**config.mk**
```make
export PLATFORM = sky130hd
export DESIGN_NAME = guard_timer
export DESIGN_NICKNAME = d
export VERILOG_FILES = /design/src/rtl/guard_timer_pkg.sv /design/src/rtl/guard_timer_feed.sv /design/src/rtl/guard_timer_count.sv /design/src/rtl/guard_timer_ctrl.sv /design/src/rtl/guard_timer.sv
export SDC_FILE = /design/constraint.sdc
export NUM_CORES = 1
export LEC_CHECK = 0
export BUFFER_PORTS_ARGS = -buffer_cell sky130_fd_sc_hd__buf_4
export CAP_MARGIN = 25
export CELL_PAD_IN_SITES_DETAIL_PLACEMENT = 1
export CELL_PAD_IN_SITES_GLOBAL_PLACEMENT = 1
export CORE_MARGIN = 1
export CORE_UTILIZATION = 48
export CTS_CLUSTER_DIAMETER = 40
export DETAILED_ROUTE_END_ITERATION = 16
export PLACE_DENSITY_LB_ADDON = 0.1
export SLEW_MARGIN = 20
export SYNTH_ARGS = -nofsm -noshare
export SYNTH_HDL_FRONTEND = slang
export SYNTH_HIERARCHICAL = 1
export SYNTH_SLANG_ARGS = --single-unit
export TNS_END_PERCENT = 5
```
**constraint.sdc**
```tcl
create_clock -name clk -period 5.5 [get_ports clk]
set_clock_uncertainty 0.15 [all_clocks]
set_input_delay 0.55 -clock clk [delete_from_list [all_inputs] [get_ports clk]]
set_output_delay 0.55 -clock clk [all_outputs]
set_load 0.03 [all_outputs]
```
**src/rtl/guard_timer_pkg.sv**
```systemverilog
// Package: shared constants and types for the windowed watchdog.
// Assumes byte addressing on an 8-bit register address.
package guard_timer_pkg;
    localparam int CNT_W  = 24;
    localparam int WARN_W = 10;
    localparam int ADDR_W = 8;
    localparam int DATA_W = 32;

    localparam logic [ADDR_W-1:0] A_MODE  = 8'h00;
    localparam logic [ADDR_W-1:0] A_CONST = 8'h04;
    localparam logic [ADDR_W-1:0] A_FEED  = 8'h08;
    localparam logic [ADDR_W-1:0] A_VALUE = 8'h0C;
    localparam logic [ADDR_W-1:0] A_WARN  = 8'h14;
    localparam logic [ADDR_W-1:0] A_WIN   = 8'h18;

    localparam logic [7:0] FEED_FIRST  = 8'hAA;
    localparam logic [7:0] FEED_SECOND = 8'h55;

    localparam int B_EN    = 0;
    localparam int B_RSTEN = 1;
    localparam int B_TOF   = 2;
    localparam int B_WINT  = 3;
    localparam int B_PROT  = 4;
    localparam int B_LOCK  = 5;
    localparam int MODE_W  = 6;

    typedef enum logic {FS_IDLE, FS_ARMED} feed_state_e;
endpackage

```
**src/rtl/guard_timer_feed.sv**
```systemverilog
// Feed sequencer: watches writes to the feed register and reports a good
// two-byte code or a broken one. Assumes one write per cycle at most.
module guard_timer_feed
    import guard_timer_pkg::*;
(
    input  logic       clk,
    input  logic       rst_n,
    input  logic       feed_wr,
    input  logic [7:0] feed_byte,
    output logic       feed_ok,
    output logic       feed_bad
);
    feed_state_e state_q, state_d;

    // Decode the current feed write against the sequencer state.
    always_comb begin
        state_d  = state_q;
        feed_ok  = 1'b0;
        feed_bad = 1'b0;
        if (feed_wr) begin
            case (state_q)
                FS_IDLE: begin
                    if (feed_byte == FEED_FIRST) state_d = FS_ARMED;
                end
                FS_ARMED: begin
                    state_d = FS_IDLE;
                    if (feed_byte == FEED_SECOND) feed_ok  = 1'b1;
                    else                          feed_bad = 1'b1;
                end
                default: state_d = FS_IDLE;
            endcase
        end
    end

    // Hold the sequencer state.
    always_ff @(posedge clk) begin
        if (!rst_n) state_q <= FS_IDLE;
        else        state_q <= state_d;
    end

    AST_FEED_RESTART: assert property (@(posedge clk) disable iff (!rst_n)
        (feed_ok || feed_bad) |=> (state_q == FS_IDLE));
    AST_BAD_NEEDS_ARM: assert property (@(posedge clk) disable iff (!rst_n)
        feed_bad |-> (state_q == FS_ARMED));
endmodule

```
**src/rtl/guard_timer_count.sv**
```systemverilog
// Down-counter: reloads on a good feed, steps on tick_en while running,
// and reports expiry (1 -> 0) and arrival at the warning value.
// Assumes the reload request has priority over a tick in the same cycle.
module guard_timer_count
    import guard_timer_pkg::*;
(
    input  logic             clk,
    input  logic             rst_n,
    input  logic             running,
    input  logic             tick_en,
    input  logic             reload,
    input  logic [CNT_W-1:0] reload_val,
    input  logic [CNT_W-1:0] warn_cmp,
    output logic [CNT_W-1:0] cnt,
    output logic             expire,
    output logic             warn_hit
);
    logic             step;
    logic [CNT_W-1:0] cnt_next;

    // Work out whether this cycle steps the counter and where it lands.
    always_comb begin
        step     = running && tick_en && !reload && (cnt != '0);
        cnt_next = cnt - 1'b1;
        expire   = step && (cnt_next == '0);
        warn_hit = step && (cnt_next == warn_cmp);
    end

    // Counter register: reload first, else step.
    always_ff @(posedge clk) begin
        if (!rst_n)      cnt <= '0;
        else if (reload) cnt <= reload_val;
        else if (step)   cnt <= cnt_next;
    end

    AST_HOLD_STOPPED: assert property (@(posedge clk) disable iff (!rst_n)
        (!running && !reload) |=> $stable(cnt));
    AST_ONE_STEP: assert property (@(posedge clk) disable iff (!rst_n)
        (running && tick_en && !reload && cnt != '0) |=> (cnt == $past(cnt) - 1'b1));
    AST_RELOAD_VAL: assert property (@(posedge clk) disable iff (!rst_n)
        reload |=> (cnt == $past(reload_val)));
endmodule

```
**src/rtl/guard_timer_ctrl.sv**
```systemverilog
// Control registers: mode bits (sticky and write-1-to-clear), reload
// constant with protection, warning and window values, error gathering,
// and the irq, reset-request and lock outputs.
// Assumes register writes arrive as single-cycle strobes from the decoder.
module guard_timer_ctrl
    import guard_timer_pkg::*;
(
    input  logic              clk,
    input  logic              rst_n,
    input  logic              wr_mode,
    input  logic              wr_const,
    input  logic              wr_warn,
    input  logic              wr_win,
    input  logic [CNT_W-1:0]  wdata,
    input  logic              feed_ok,
    input  logic              feed_bad,
    input  logic              expire,
    input  logic              warn_hit,
    input  logic [CNT_W-1:0]  cnt,
    output logic [MODE_W-1:0] mode_rd,
    output logic [CNT_W-1:0]  const_q,
    output logic [WARN_W-1:0] warn_q,
    output logic [CNT_W-1:0]  win_q,
    output logic              running,
    output logic              irq,
    output logic              rst_req,
    output logic              osc_locked
);
    logic en_q, rsten_q, tof_q, wint_q, prot_q, lock_q;
    logic win_err, prot_err, tof_set;
    logic [CNT_W-1:0] warn_ext;

    // Gather the events that set the time-out flag.
    always_comb begin
        warn_ext = {{(CNT_W-WARN_W){1'b0}}, warn_q};
        win_err  = feed_ok && running && (cnt > win_q);
        prot_err = wr_const && prot_q && !((cnt < warn_ext) && (cnt < win_q));
        tof_set  = expire || feed_bad || win_err || prot_err;
    end

    // Enable bit: writable until the timer starts; running is permanent.
    always_ff @(posedge clk) begin
        if (!rst_n) begin
            en_q    <= 1'b0;
            running <= 1'b0;
        end else begin
            if (wr_mode && !running) en_q <= wdata[B_EN];
            if (feed_ok && en_q)     running <= 1'b1;
        end
    end

    // Sticky set-only bits: reset-enable, protect, lock.
    always_ff @(posedge clk) begin
        if (!rst_n) begin
            rsten_q <= 1'b0;
            prot_q  <= 1'b0;
            lock_q  <= 1'b0;
        end else if (wr_mode) begin
            if (wdata[B_RSTEN]) rsten_q <= 1'b1;
            if (wdata[B_PROT])  prot_q  <= 1'b1;
            if (wdata[B_LOCK])  lock_q  <= 1'b1;
        end
    end

    // Status flags: hardware set wins over a software write-1 clear.
    always_ff @(posedge clk) begin
        if (!rst_n) begin
            tof_q  <= 1'b0;
            wint_q <= 1'b0;
        end else begin
            if (tof_set)                     tof_q <= 1'b1;
            else if (wr_mode && wdata[B_TOF]) tof_q <= 1'b0;
            if (warn_hit)                      wint_q <= 1'b1;
            else if (wr_mode && wdata[B_WINT]) wint_q <= 1'b0;
        end
    end

    // Value registers; a protected constant write may be refused.
    always_ff @(posedge clk) begin
        if (!rst_n) begin
            const_q <= '0;
            warn_q  <= '0;
            win_q   <= '0;
        end else begin
            if (wr_const && !prot_err) const_q <= wdata;
            if (wr_warn)               warn_q  <= wdata[WARN_W-1:0];
            if (wr_win)                win_q   <= wdata;
        end
    end

    // Reset request: one cycle per time-out while reset-enable is set.
    always_ff @(posedge clk) begin
        if (!rst_n) rst_req <= 1'b0;
        else        rst_req <= tof_set && rsten_q && !rst_req;
    end

    // Oscillator lock: armed by a good feed once the lock bit is set.
    always_ff @(posedge clk) begin
        if (!rst_n)                 osc_locked <= 1'b0;
        else if (feed_ok && lock_q) osc_locked <= 1'b1;
    end

    // Read image and interrupt output.
    always_comb begin
        mode_rd         = '0;
        mode_rd[B_EN]    = en_q | running;
        mode_rd[B_RSTEN] = rsten_q;
        mode_rd[B_TOF]   = tof_q;
        mode_rd[B_WINT]  = wint_q;
        mode_rd[B_PROT]  = prot_q;
        mode_rd[B_LOCK]  = lock_q;
        irq = wint_q | (tof_q & ~rsten_q);
    end

    AST_RUN_STICKY: assert property (@(posedge clk) disable iff (!rst_n)
        running |=> running);
    AST_RSTEN_STICKY: assert property (@(posedge clk) disable iff (!rst_n)
        rsten_q |=> rsten_q);
    AST_RSTREQ_PULSE: assert property (@(posedge clk) disable iff (!rst_n)
        rst_req |=> !rst_req);
    AST_RSTREQ_FLAG: assert property (@(posedge clk) disable iff (!rst_n)
        rst_req |-> (tof_q && rsten_q));
    AST_PROT_STICKY: assert property (@(posedge clk) disable iff (!rst_n)
        prot_q |=> prot_q);
    AST_LOCK_STICKY: assert property (@(posedge clk) disable iff (!rst_n)
        lock_q |=> lock_q);
    AST_LOCK_NEEDS_BIT: assert property (@(posedge clk) disable iff (!rst_n)
        osc_locked |-> lock_q);
    AST_EXPIRE_FLAG: assert property (@(posedge clk) disable iff (!rst_n)
        expire |=> tof_q);
    AST_CONST_GUARD: assert property (@(posedge clk) disable iff (!rst_n)
        (wr_const && prot_q && !((cnt < warn_ext) && (cnt < win_q))) |=> ($stable(const_q) && tof_q));
endmodule

```
**src/rtl/guard_timer.sv**
```systemverilog
// Top level of the windowed watchdog: register decode, read mux, and the
// feed, counter and control sub-blocks. Assumes synchronous single-cycle
// writes and a combinational read path.
module guard_timer
    import guard_timer_pkg::*;
(
    input  logic              clk,
    input  logic              rst_n,
    input  logic [ADDR_W-1:0] bus_addr,
    input  logic              bus_we,
    input  logic [DATA_W-1:0] bus_wdata,
    output logic [DATA_W-1:0] bus_rdata,
    input  logic              tick_en,
    output logic              irq,
    output logic              rst_req,
    output logic              osc_locked
);
    logic wr_mode, wr_const, wr_feed, wr_warn, wr_win;
    logic feed_ok, feed_bad, expire, warn_hit, running;
    logic [MODE_W-1:0] mode_rd;
    logic [CNT_W-1:0]  const_q, win_q, cnt, warn_ext;
    logic [WARN_W-1:0] warn_q;
    logic              unused_hi;

    assign unused_hi = ^bus_wdata[DATA_W-1:CNT_W];

    // Write strobe decode.
    always_comb begin
        wr_mode  = bus_we && (bus_addr == A_MODE);
        wr_const = bus_we && (bus_addr == A_CONST);
        wr_feed  = bus_we && (bus_addr == A_FEED);
        wr_warn  = bus_we && (bus_addr == A_WARN);
        wr_win   = bus_we && (bus_addr == A_WIN);
        warn_ext = {{(CNT_W-WARN_W){1'b0}}, warn_q};
    end

    // Read mux; feed and unmapped addresses read zero.
    always_comb begin
        bus_rdata = '0;
        case (bus_addr)
            A_MODE:  bus_rdata[MODE_W-1:0] = mode_rd;
            A_CONST: bus_rdata[CNT_W-1:0]  = const_q;
            A_VALUE: bus_rdata[CNT_W-1:0]  = cnt;
            A_WARN:  bus_rdata[WARN_W-1:0] = warn_q;
            A_WIN:   bus_rdata[CNT_W-1:0]  = win_q;
            default: bus_rdata = '0;
        endcase
    end

    guard_timer_feed u_feed (
        .clk      (clk),
        .rst_n    (rst_n),
        .feed_wr  (wr_feed),
        .feed_byte(bus_wdata[7:0]),
        .feed_ok  (feed_ok),
        .feed_bad (feed_bad)
    );

    guard_timer_count u_count (
        .clk       (clk),
        .rst_n     (rst_n),
        .running   (running),
        .tick_en   (tick_en),
        .reload    (feed_ok),
        .reload_val(const_q),
        .warn_cmp  (warn_ext),
        .cnt       (cnt),
        .expire    (expire),
        .warn_hit  (warn_hit)
    );

    guard_timer_ctrl u_ctrl (
        .clk       (clk),
        .rst_n     (rst_n),
        .wr_mode   (wr_mode),
        .wr_const  (wr_const),
        .wr_warn   (wr_warn),
        .wr_win    (wr_win),
        .wdata     (bus_wdata[CNT_W-1:0]),
        .feed_ok   (feed_ok),
        .feed_bad  (feed_bad),
        .expire    (expire),
        .warn_hit  (warn_hit),
        .cnt       (cnt),
        .mode_rd   (mode_rd),
        .const_q   (const_q),
        .warn_q    (warn_q),
        .win_q     (win_q),
        .running   (running),
        .irq       (irq),
        .rst_req   (rst_req),
        .osc_locked(osc_locked)
    );

    AST_VALUE_RO: assert property (@(posedge clk) disable iff (!rst_n)
        (bus_we && bus_addr == A_VALUE && !running && !feed_ok) |=> $stable(cnt));
    AST_IDLE_QUIET: assert property (@(posedge clk) disable iff (!rst_n)
        (!running && !feed_ok) |=> !rst_req || $past(rst_req) == 1'b0);
endmodule

```
== After elaboration in Yosys (flattened, before gate mapping) ==
Cells that the tools add are included.
Widths: inputs -> output; s select.

* Logic and storage cells: 88
* Input bits: 44
* Bits in registers: 92
* Output and inout port bits: 35

* Magnitude comparators: 3
* Add/sub/neg operators: 1
* Bitwise logic cells: 5
* Reduce and logical (&&, ||, !) cells: 40
* Equality and inequality tests: 8
* Multiplexer cells: 17

{| class="wikitable"
|+ Operators by type and width
! operator !! number
|-
| $mux 24 || 2
|-
| $pmux 14 s3 || 1
|-
| $pmux 6 s5 || 1
|-
| $eq 24x10->1 || 1
|-
| $gt 24x24->1 || 1
|-
| $logic_not 24->1 || 1
|-
| $lt 24x10->1 || 1
|-
| $lt 24x24->1 || 1
|-
| $reduce_bool 24->1 || 1
|-
| $sub 24x1->24 const B || 1
|-
| $logic_and 1x1->1 || 23
|-
| $eq 8x4->1 const B || 2
|-
| $eq 8x5->1 const B || 2
|-
| $pmux 4 s4 || 1
|-
| $mux 1 || 11
|-
| $eq 8x3->1 const B || 1
|-
| $eq 8x7->1 const B || 1
|-
| $eq 8x8->1 const B || 1
|-
| $logic_not 8->1 || 1
|-
| $reduce_and 2->1 || 3
|-
| $reduce_bool 2->1 || 3
|-
| $logic_not 1->1 || 5
|-
| $logic_or 1x1->1 || 3
|-
| $not 1->1 || 2
|-
| other kinds (3) || 4
|}

== Logic depth before layout (Yosys ltp) ==
Gate-level depths: netlist (run 1).

* Depth in word-level cells: 13
* Depth in mapped cells: 15
* Gate-level depth less buffers: 12

== Hierarchy ==
The synthesis (run 1) kept the hierarchy.

{| class="wikitable"
|+ Modules (own cells, without submodules)
! module !! sequential area each (sq um) !! times used !! area each (sq um) !! cells each
|-
| guard_timer_ctrl || 1,341.3 || 1 || 3,397.0 || 383
|-
| guard_timer_count || 480.5 || 1 || 2,451.1 || 341
|-
| guard_timer || 0.0 || 1 || 755.7 || 119
|-
| guard_timer_feed || 20.0 || 1 || 108.9 || 13
|}

== Least setup slack after synthesis (run 1) ==
OpenSTA, ideal clock, no wires.

* Kind: input port to flip-flop
* From: input bus_addr[2]
* To: register u_count.cnt[9]
* Stages: 13
* Path slack: 2.525 ns
* Arrival: 2.710 ns
* Data required time: 5.235 ns
* Cell sequence: buf_4 > nor4b_2 > buf_4 > and4_1 > nand2_1 > nor2_1 > clkbuf_1 > inv_1 > nand3_1 > a31o_2 > clkbuf_1 > o21ai_0 > o21a_1

* Cells in the longest elaborated chain, start to end: 7
* Elaborated cells on any way between the ends: 8
* Classes of those cells: eq/ne: 1; mux: 2; reduce/logical: 5

{| class="wikitable"
|+ Ends and longest elaborated chain
! item !! RTL line !! source
|-
| start, declared || guard_timer.sv:9 || <nowiki>input logic [ADDR_W-1:0] bus_addr,</nowiki>
|-
| $eq 8x4->1 * || guard_timer.sv:31 || <nowiki>wr_feed = bus_we && (bus_addr == A_FEED);</nowiki>
|-
| $logic_and 1x1->1 * || guard_timer.sv:31 ||
|-
| named net wr_feed || guard_timer.sv:18 || <nowiki>logic wr_mode, wr_const, wr_feed, wr_warn, wr_win;</nowiki>
|-
| $mux 1 * || guard_timer_feed.sv:20 || <nowiki>if (feed_wr) begin</nowiki>
|-
| named net feed_ok || guard_timer.sv:19 || <nowiki>logic feed_ok, feed_bad, expire, warn_hit, running;</nowiki>
|-
| $logic_not 1->1 || guard_timer_count.sv:23 || <nowiki>step = running && tick_en && !reload && (cnt != '0);</nowiki>
|-
| $logic_and 1x1->1 (2 in a row) || guard_timer_count.sv:23 ||
|-
| $reduce_bool 2->1 (no source line) || n/a ||
|-
| end signal, assigned || guard_timer_count.sv:32 || <nowiki>else if (reload) cnt <= reload_val;</nowiki>
|-
| end signal, assigned || guard_timer_count.sv:33 || <nowiki>else if (step) cnt <= cnt_next;</nowiki>
|-
| end, declared || guard_timer_count.sv:14 || <nowiki>output logic [CNT_W-1:0] cnt,</nowiki>
|}

The timed path passes the listed nets; every way through them passes the cells marked *.
A chain may end at the register's enable or synchronous reset.

== Final worst setup path (run 1) ==
* From: register u_count.cnt[0]
* To: register u_ctrl.rst_req

* Cells in the longest elaborated chain, start to end: 8
* Elaborated cells on any way between the ends: 17
* Classes of those cells: add/sub: 1; order compare: 3; reduce/logical: 13

{| class="wikitable"
|+ Ends and longest elaborated chain
! item !! RTL line !! source
|-
| $sub 24x1->24 / $reduce_bool 24->1 (equally long branches) || guard_timer_count.sv:24, guard_timer_count.sv:23 ||
|-
| $logic_not 24->1 / $logic_and 1x1->1 (equally long branches) || guard_timer_count.sv:25, guard_timer_count.sv:23 ||
|-
| $logic_and 1x1->1 * || guard_timer_count.sv:25 || <nowiki>expire = step && (cnt_next == '0);</nowiki>
|-
| named net expire || guard_timer.sv:19 ||
|-
| $logic_or 1x1->1 * (3 in a row) || guard_timer_ctrl.sv:38 || <nowiki>tof_set = expire || feed_bad || win_err || prot_err;</nowiki>
|-
| $logic_and 1x1->1 * (2 in a row) || guard_timer_ctrl.sv:94 || <nowiki>else rst_req <= tof_set && rsten_q && !rst_req;</nowiki>
|-
| end signal, assigned || guard_timer_ctrl.sv:94 ||
|-
| end, declared || guard_timer_ctrl.sv:26 || <nowiki>output logic rst_req,</nowiki>
|}

Marked as above.

==> results of run 1 <==
-- state kept, by name, indices dropped and copies added, names as in the netlist --
| register | flops |
|---|---|
| u_ctrl/rsten_q | 1 |
| u_ctrl/en_q | 1 |
| u_ctrl/warn_q | 10 |
| u_ctrl/prot_q | 1 |
| u_ctrl/wint_q | 1 |
| u_ctrl/const_q | 24 |
| u_ctrl/running | 1 |
| u_count/cnt | 24 |
| u_ctrl/osc_locked | 1 |
| u_ctrl/rst_req | 1 |
| u_ctrl/lock_q | 1 |
| u_feed/state_q | 1 |
| u_ctrl/tof_q | 1 |
| u_ctrl/win_q | 24 |
-- cells by family (layout without fill, tap and decap cells) --
logic type,Yosys count,after routing,synth area share
other,1,35,0.0005586
AOI/OAI and AO/OA,182,182,0.1933
adders and majority gates,35,35,0.06524
and+or+nand+nor,335,335,0.2472
DFF,92,92,0.2744
muxes,62,62,0.09245
xor gates and xnor gates,32,32,0.04175
buffers and inverters,117,138,0.08518
-- area by class of cell --
| type | count | area share |
|---|---|---|
| inverter | 47 | 0.02337 |
| tap | 176 | 0.02917 |
| clock inverter | 3 | 0.006133 |
| sequential | 92 | 0.2440 |
| multi-input combinational | 681 | 0.5868 |
| clock buffer | 12 | 0.03398 |
| timing repair buffer | 76 | 0.07658 |
-- power breakdown --
group          leakage, nW  internal, mW  switching (mW)
registers            0.741         0.666        0.000743
clock network        0.145         0.376           0.273
logic                 2.10        0.0343          0.0605
total                 2.98          1.08           0.334
-- metrics by stage --
step | utilization | area [um2] | power, mW | std cells | hold WS [ns]
final | 0.5611 | 7548 | 1.411 | 1087 | 0.2840
after global placement | 0.5373 | 7228 | 0.7710 | 1069 | 0.2734
after CTS | 0.5604 | 7538 | 1.414 | 1085 | 0.2839
after detailed placement | 0.5379 | 7236 | 0.7741 | 1070 | 0.2657
after global routing | 0.5611 | 7548 | 1.447 | 1087 | 0.2975
after floorplan | - | 6840 | 0.7368 | 890 | 0.2938
-- synthesized netlist by cell type (all sizes together) (16+ instances only) --
cell and number:
xnor2 22, clkbuf 37, nor2 79, a22oi 30
dfxtp 92, nor2b 18, nor3 33, ha 35
a21oi 40, mux2i 62, buf 33, inv 46
nor4 16, nand2 121, o21ai 34
-- how the worst min path moves through the flow --
stage / endpoint / depth (start not counted)
2_1_floorplan: u_ctrl/const_q[0] / 2
3_3_place_gp: u_ctrl/rst_req / 1
3_5_place_dp: u_ctrl/rst_req / 1
4_1_cts: u_ctrl/rst_req / 1
5_1_grt: u_ctrl/rst_req / 1
6_report: u_ctrl/rst_req / 1
-- layer usage --
metal	share of wire	global-route usage	up-vias
li1	-	-	3119
met3	0.077	0.04151	46
met2	0.46	0.5345	325
met4	0.023	0.1173	2
met5	0.00037	0	-
met1	0.44	0.4788	3388
-- worst reg2reg max path, cell delays in order (launching register included) --
cell	delay, ns
sky130_fd_sc_hd__dfxtp_1	0.44
sky130_fd_sc_hd__inv_1	0.11
sky130_fd_sc_hd__ha_1	0.43
sky130_fd_sc_hd__nor4b_2	0.47
sky130_fd_sc_hd__nand3_1	0.43
sky130_fd_sc_hd__nor3_2	0.44
sky130_fd_sc_hd__nand2_1	0.18
sky130_fd_sc_hd__xnor2_1	0.20
sky130_fd_sc_hd__nor4_1	0.29
sky130_fd_sc_hd__and4_1	0.36
sky130_fd_sc_hd__nor2_1	0.10
sky130_fd_sc_hd__a311oi_1	0.26
==> metrics.cfg, run 1 <==
[status]
status=completed

[timing]
count_of_final_hold_check_violations=0
rsz0062_at_grt=false
setup_ws_ns=1.527
report.final.setup_viol=0
post-route-min-period_ns=3.973
timing.slew.headroom=0.3183
final.period_utilization=0.7224
fmax_mhz=251.7
finalMaxSlewViolations=0
tightestPinTransition_ns=1.019
timing.setup.tns_ns=0

[critical_path]
crit_path_class=reg -> reg
regToRegStartpoint=u_count/cnt[0]
cp.required_ns=5.61
rr_endpoint=u_ctrl/rst_req
cp.arrival_ns=4.08
cp-end-kind=register
worst_path_largest_cell_delay_ns=0.47
path_cells=inv_1 -> ha_1 -> nor4b_2 -> nand3_1 -> nor3_2 -> nand2_1 -> xnor2_1 -> nor4_1 -> and4_1 -> nor2_1 -> a311oi_1
buffering_stage_count_on_the_worst_path_with_inverters_included=1
critical_path.endpoint=u_ctrl/rst_req
cp_max_fo=12
critPathLaunch=u_count/cnt[0]
reg2reg_setup_slack_ns=1.53
reg2reg_depth=11
critPathSlowestCell=sky130_fd_sc_hd__nor4b_2
critical_path_cell_count=11
crit_family=simple AND/OR/NAND/NOR gates
start_kind=register

[global_routing]
grt_pass1_wl_mm=37.48
grt_remaining_overflow=0
number_of_global_route_vias_before_repair=6775
grt_max_degree=77
initial_antenna_violation_count=1
groute.usage.overall=0.3398

[synth]
mappedNetlistArea_um2=6713
edff_count_synth=0
postSynth.asyncResetShare=0
yosys.area.top_type_share=0.2744
synth.yosys.warnings=6
synthDominantAreaCellType=sky130_fd_sc_hd__dfxtp_1
synth_seq_area_share=0.2744
ys_top_cells_by_area=sky130_fd_sc_hd__dfxtp_1 (27%), sky130_fd_sc_hd__mux2i_1 (9.2%), sky130_fd_sc_hd__nand2_1 (6.8%), sky130_fd_sc_hd__ha_1 (6.5%), sky130_fd_sc_hd__nor2_1 (4.4%)
postSynthRegisterBits=92
syn-mean-instance-area_um2=7.842
synth_cell_type_count=70
synth_top_flop_cell=sky130_fd_sc_hd__dfxtp_1
synthesized_netlist_cell_count=856

[worst_hold_path]
worstHoldStart=u_ctrl/rst_req
class_of_the_most_critical_hold_timing_path=reg -> reg

[final_layout]
layout.area.seq_um2=1842
most-common-layout-cells=sky130_fd_sc_hd__nand2_1 (121), sky130_fd_sc_hd__dfxtp_1 (92), sky130_fd_sc_hd__nor2_1 (78)
layout.nets=986
final.fill_count=1733
final_common_cell=sky130_fd_sc_hd__nand2_1
drive_above_1_share=0.1196
area_growth_pct=12.45
num_antenna_cells=0
multi_input_comb_area_um2=4429

[pwr]
power.density_nw_per_um2=186.9
ir_drop_v=0.0001607
static_power_due_to_leakage_nw=2.984

[drt]
routedWlPerCell_um=22.48
vias_per_cell=6.329
number_of_remaining_drc_errors=0
ant_nets=0
finalWirelength_mm=24.44
vias=6880
detail_route.first_pass.iterations=5
drt_iter0_markers=719

[clock_tree]
clock_path_buffers=2
cts.htree.levels=3
cts_made_buffers=9
cts_root_buffer=sky130_fd_sc_hd__clkbuf_16
clk_pin_slew_ns=0.07
cts_setup_buffers=0
clock-sinks=92
ctsHoldBuffers=0
cts_tree=built
clkLatencyLatePin_ns=0.35
quantity_of_gates_resized_following_cts=0

[run]
max_cap_viol_count=0

[place]
gp_routability_congestion=0.9505
detailed_place_hpwl_mm=17.55
place_worst_setup_slack_ns=1.602
placement.io_buffers=62

[floorplan]
initial_utilization=0.4990
die_h_um=120.3
floorplan.die_area_um2=14460
core_area_um2=13450
std_cell_rows=42
io_pins=79
die_w_um=120.3

Note: power is estimated with default switching activity, not from simulation.
==> run 2, diff against run 1 <==
CORE_UTILIZATION = 44   (was 48)
clock period = 3.88 ns   (was 5.5 ns; I/O delays follow)
==> metrics.cfg, run 2 (synthesis results as in run 1) <==
[clock_tree]
quantity_of_gates_resized_following_cts=0
clock_path_buffers=2
cts_tree=built
clk_pin_slew_ns=0.07
cts.htree.levels=3
cts_root_buffer=sky130_fd_sc_hd__clkbuf_16
cts_setup_buffers=0
clkLatencyLatePin_ns=0.35
clock-sinks=92
cts_made_buffers=9
ctsHoldBuffers=0

[final_layout]
layout.nets=1010
biggestRegsByFlops=u_count/cnt (24), u_ctrl/const_q (24), u_ctrl/win_q (24)
final_common_cell=sky130_fd_sc_hd__nand2_1
area_growth_pct=15.47
drive_above_1_share=0.1432
most-common-layout-cells=sky130_fd_sc_hd__nand2_1 (121), sky130_fd_sc_hd__buf_4 (100), sky130_fd_sc_hd__dfxtp_1 (92)
num_antenna_cells=0
final.fill_count=1830

[floorplan]
die_w_um=125.5
die_h_um=125.5
initial_utilization=0.4567
std_cell_rows=44
io_pins=79
floorplan.die_area_um2=15750
core_area_um2=14700

[timing]
count_of_final_hold_check_violations=0
post-route-min-period_ns=3.548
timing.slew.headroom=0.3703
holdWs_ns=0.1291
report.final.setup_viol=0
fmax_mhz=281.8
timing.setup.tns_ns=0
rsz0062_at_grt=false
tightestPinTransition_ns=0.9314
finalMaxSlewViolations=0
final.period_utilization=0.9145

[place]
gp_routability_congestion=0.8984
detailed_place_hpwl_mm=18.34
placement.io_buffers=62

[global_routing]
grt_max_degree=76
grt_pass1_wl_mm=38.52
groute.usage.overall=0.3154
number_of_global_route_vias_before_repair=6965
grt_remaining_overflow=0
initial_antenna_violation_count=0

[drt]
vias_per_cell=6.092
drt_iter0_markers=507
ant_nets=0
routedWlPerCell_um=21.92
detail_route.first_pass.iterations=11
finalWirelength_mm=24.55
vias=6823
number_of_remaining_drc_errors=1

[critical_path]
cp.arrival_ns=3.68
critical_path.endpoint=u_count/cnt[13]
reg2reg_setup_slack_ns=0.33
cp_max_fo=19
cp-end-kind=register
start_kind=register
crit_path_class=reg -> reg
rr_endpoint=u_count/cnt[13]
cp.required_ns=4.01
reg2reg_depth=9
critPathLaunch=u_count/cnt[1]
regToRegStartpoint=u_count/cnt[1]

[pwr]
power.density_nw_per_um2=265.9
static_power_due_to_leakage_nw=3.110
ir_drop_v=0.0002986

[worst_hold_path]
class_of_the_most_critical_hold_timing_path=in -> reg

[status]
violations=DRC
status=finished, violations left

[run]
max_cap_viol_count=0

-- run 2: where the power goes --
group	switching, mW	internal, mW	leakage, nW
sequential	0.00107	0.944	0.741
clock	0.411	0.571	0.154
combinational	0.0834	0.0498	2.22
-- run 2: routing by layer --
| metal | vias up | track usage | wire, um | share of wire |
|---|---|---|---|---|
| li1 | 3158 | - | - | - |
| met5 | - | 0 | 0 | 0 |
| met3 | 33 | 0.04750 | 1306 | 0.053 |
| met4 | 0 | 0.09182 | 432 | 0.018 |
| met2 | 203 | 0.5020 | 11210 | 0.46 |
| met1 | 3429 | 0.4393 | 11610 | 0.47 |
-- run 2: critical path: stages, from the launching register on --
cell and delay [ns]:
sky130_fd_sc_hd__dfxtp_1 0.42, sky130_fd_sc_hd__inv_1 0.13, sky130_fd_sc_hd__ha_1 0.45, sky130_fd_sc_hd__or4b_1 0.59
sky130_fd_sc_hd__nor3_2 0.35, sky130_fd_sc_hd__a31o_2 0.50, sky130_fd_sc_hd__nand2_1 0.37, sky130_fd_sc_hd__o21ai_0 0.23
sky130_fd_sc_hd__a222oi_1 0.11, sky130_fd_sc_hd__nor2b_1 0.15
-- run 2: final cells by class --
class                      instances  area [um2]  share of cell area
multi-input combinational        681        4429              0.5714
sequential                        92        1842              0.2376
timing repair buffer             100       750.7             0.09685
tap                              184       230.2             0.02970
clock buffer                      10       229.0             0.02954
inverter                          47       176.4             0.02276
clock inverter                     6       93.84             0.01211
-- run 2: how the worst min path moves through the flow --
stage                 startpoint            endpoint  cells after the start
6_report           bus_wdata[15]    u_ctrl/win_q[15]                      3
5_1_grt            bus_wdata[18]  u_ctrl/const_q[18]                      3
4_1_cts            bus_wdata[23]    u_ctrl/win_q[23]                      3
3_5_place_dp      u_ctrl/rst_req      u_ctrl/rst_req                      1
3_3_place_gp      u_ctrl/rst_req      u_ctrl/rst_req                      1
2_1_floorplan  u_ctrl/const_q[0]   u_ctrl/const_q[0]                      2
-- run 2: stage by stage --
stage               setup slack, ns  power, mW  std cells    util  instance area (um2)
floorplan                     1.067      1.044        890       -                 6840
global placement             0.5917      1.093       1104  0.5054                 7428
detailed placement           0.4644      1.098       1104  0.5054                 7428
CTS                          0.4117      2.070       1120  0.5273                 7751
global route                 0.1431      2.114       1120  0.5273                 7751
finish                       0.3316      2.061       1120  0.5273                 7751
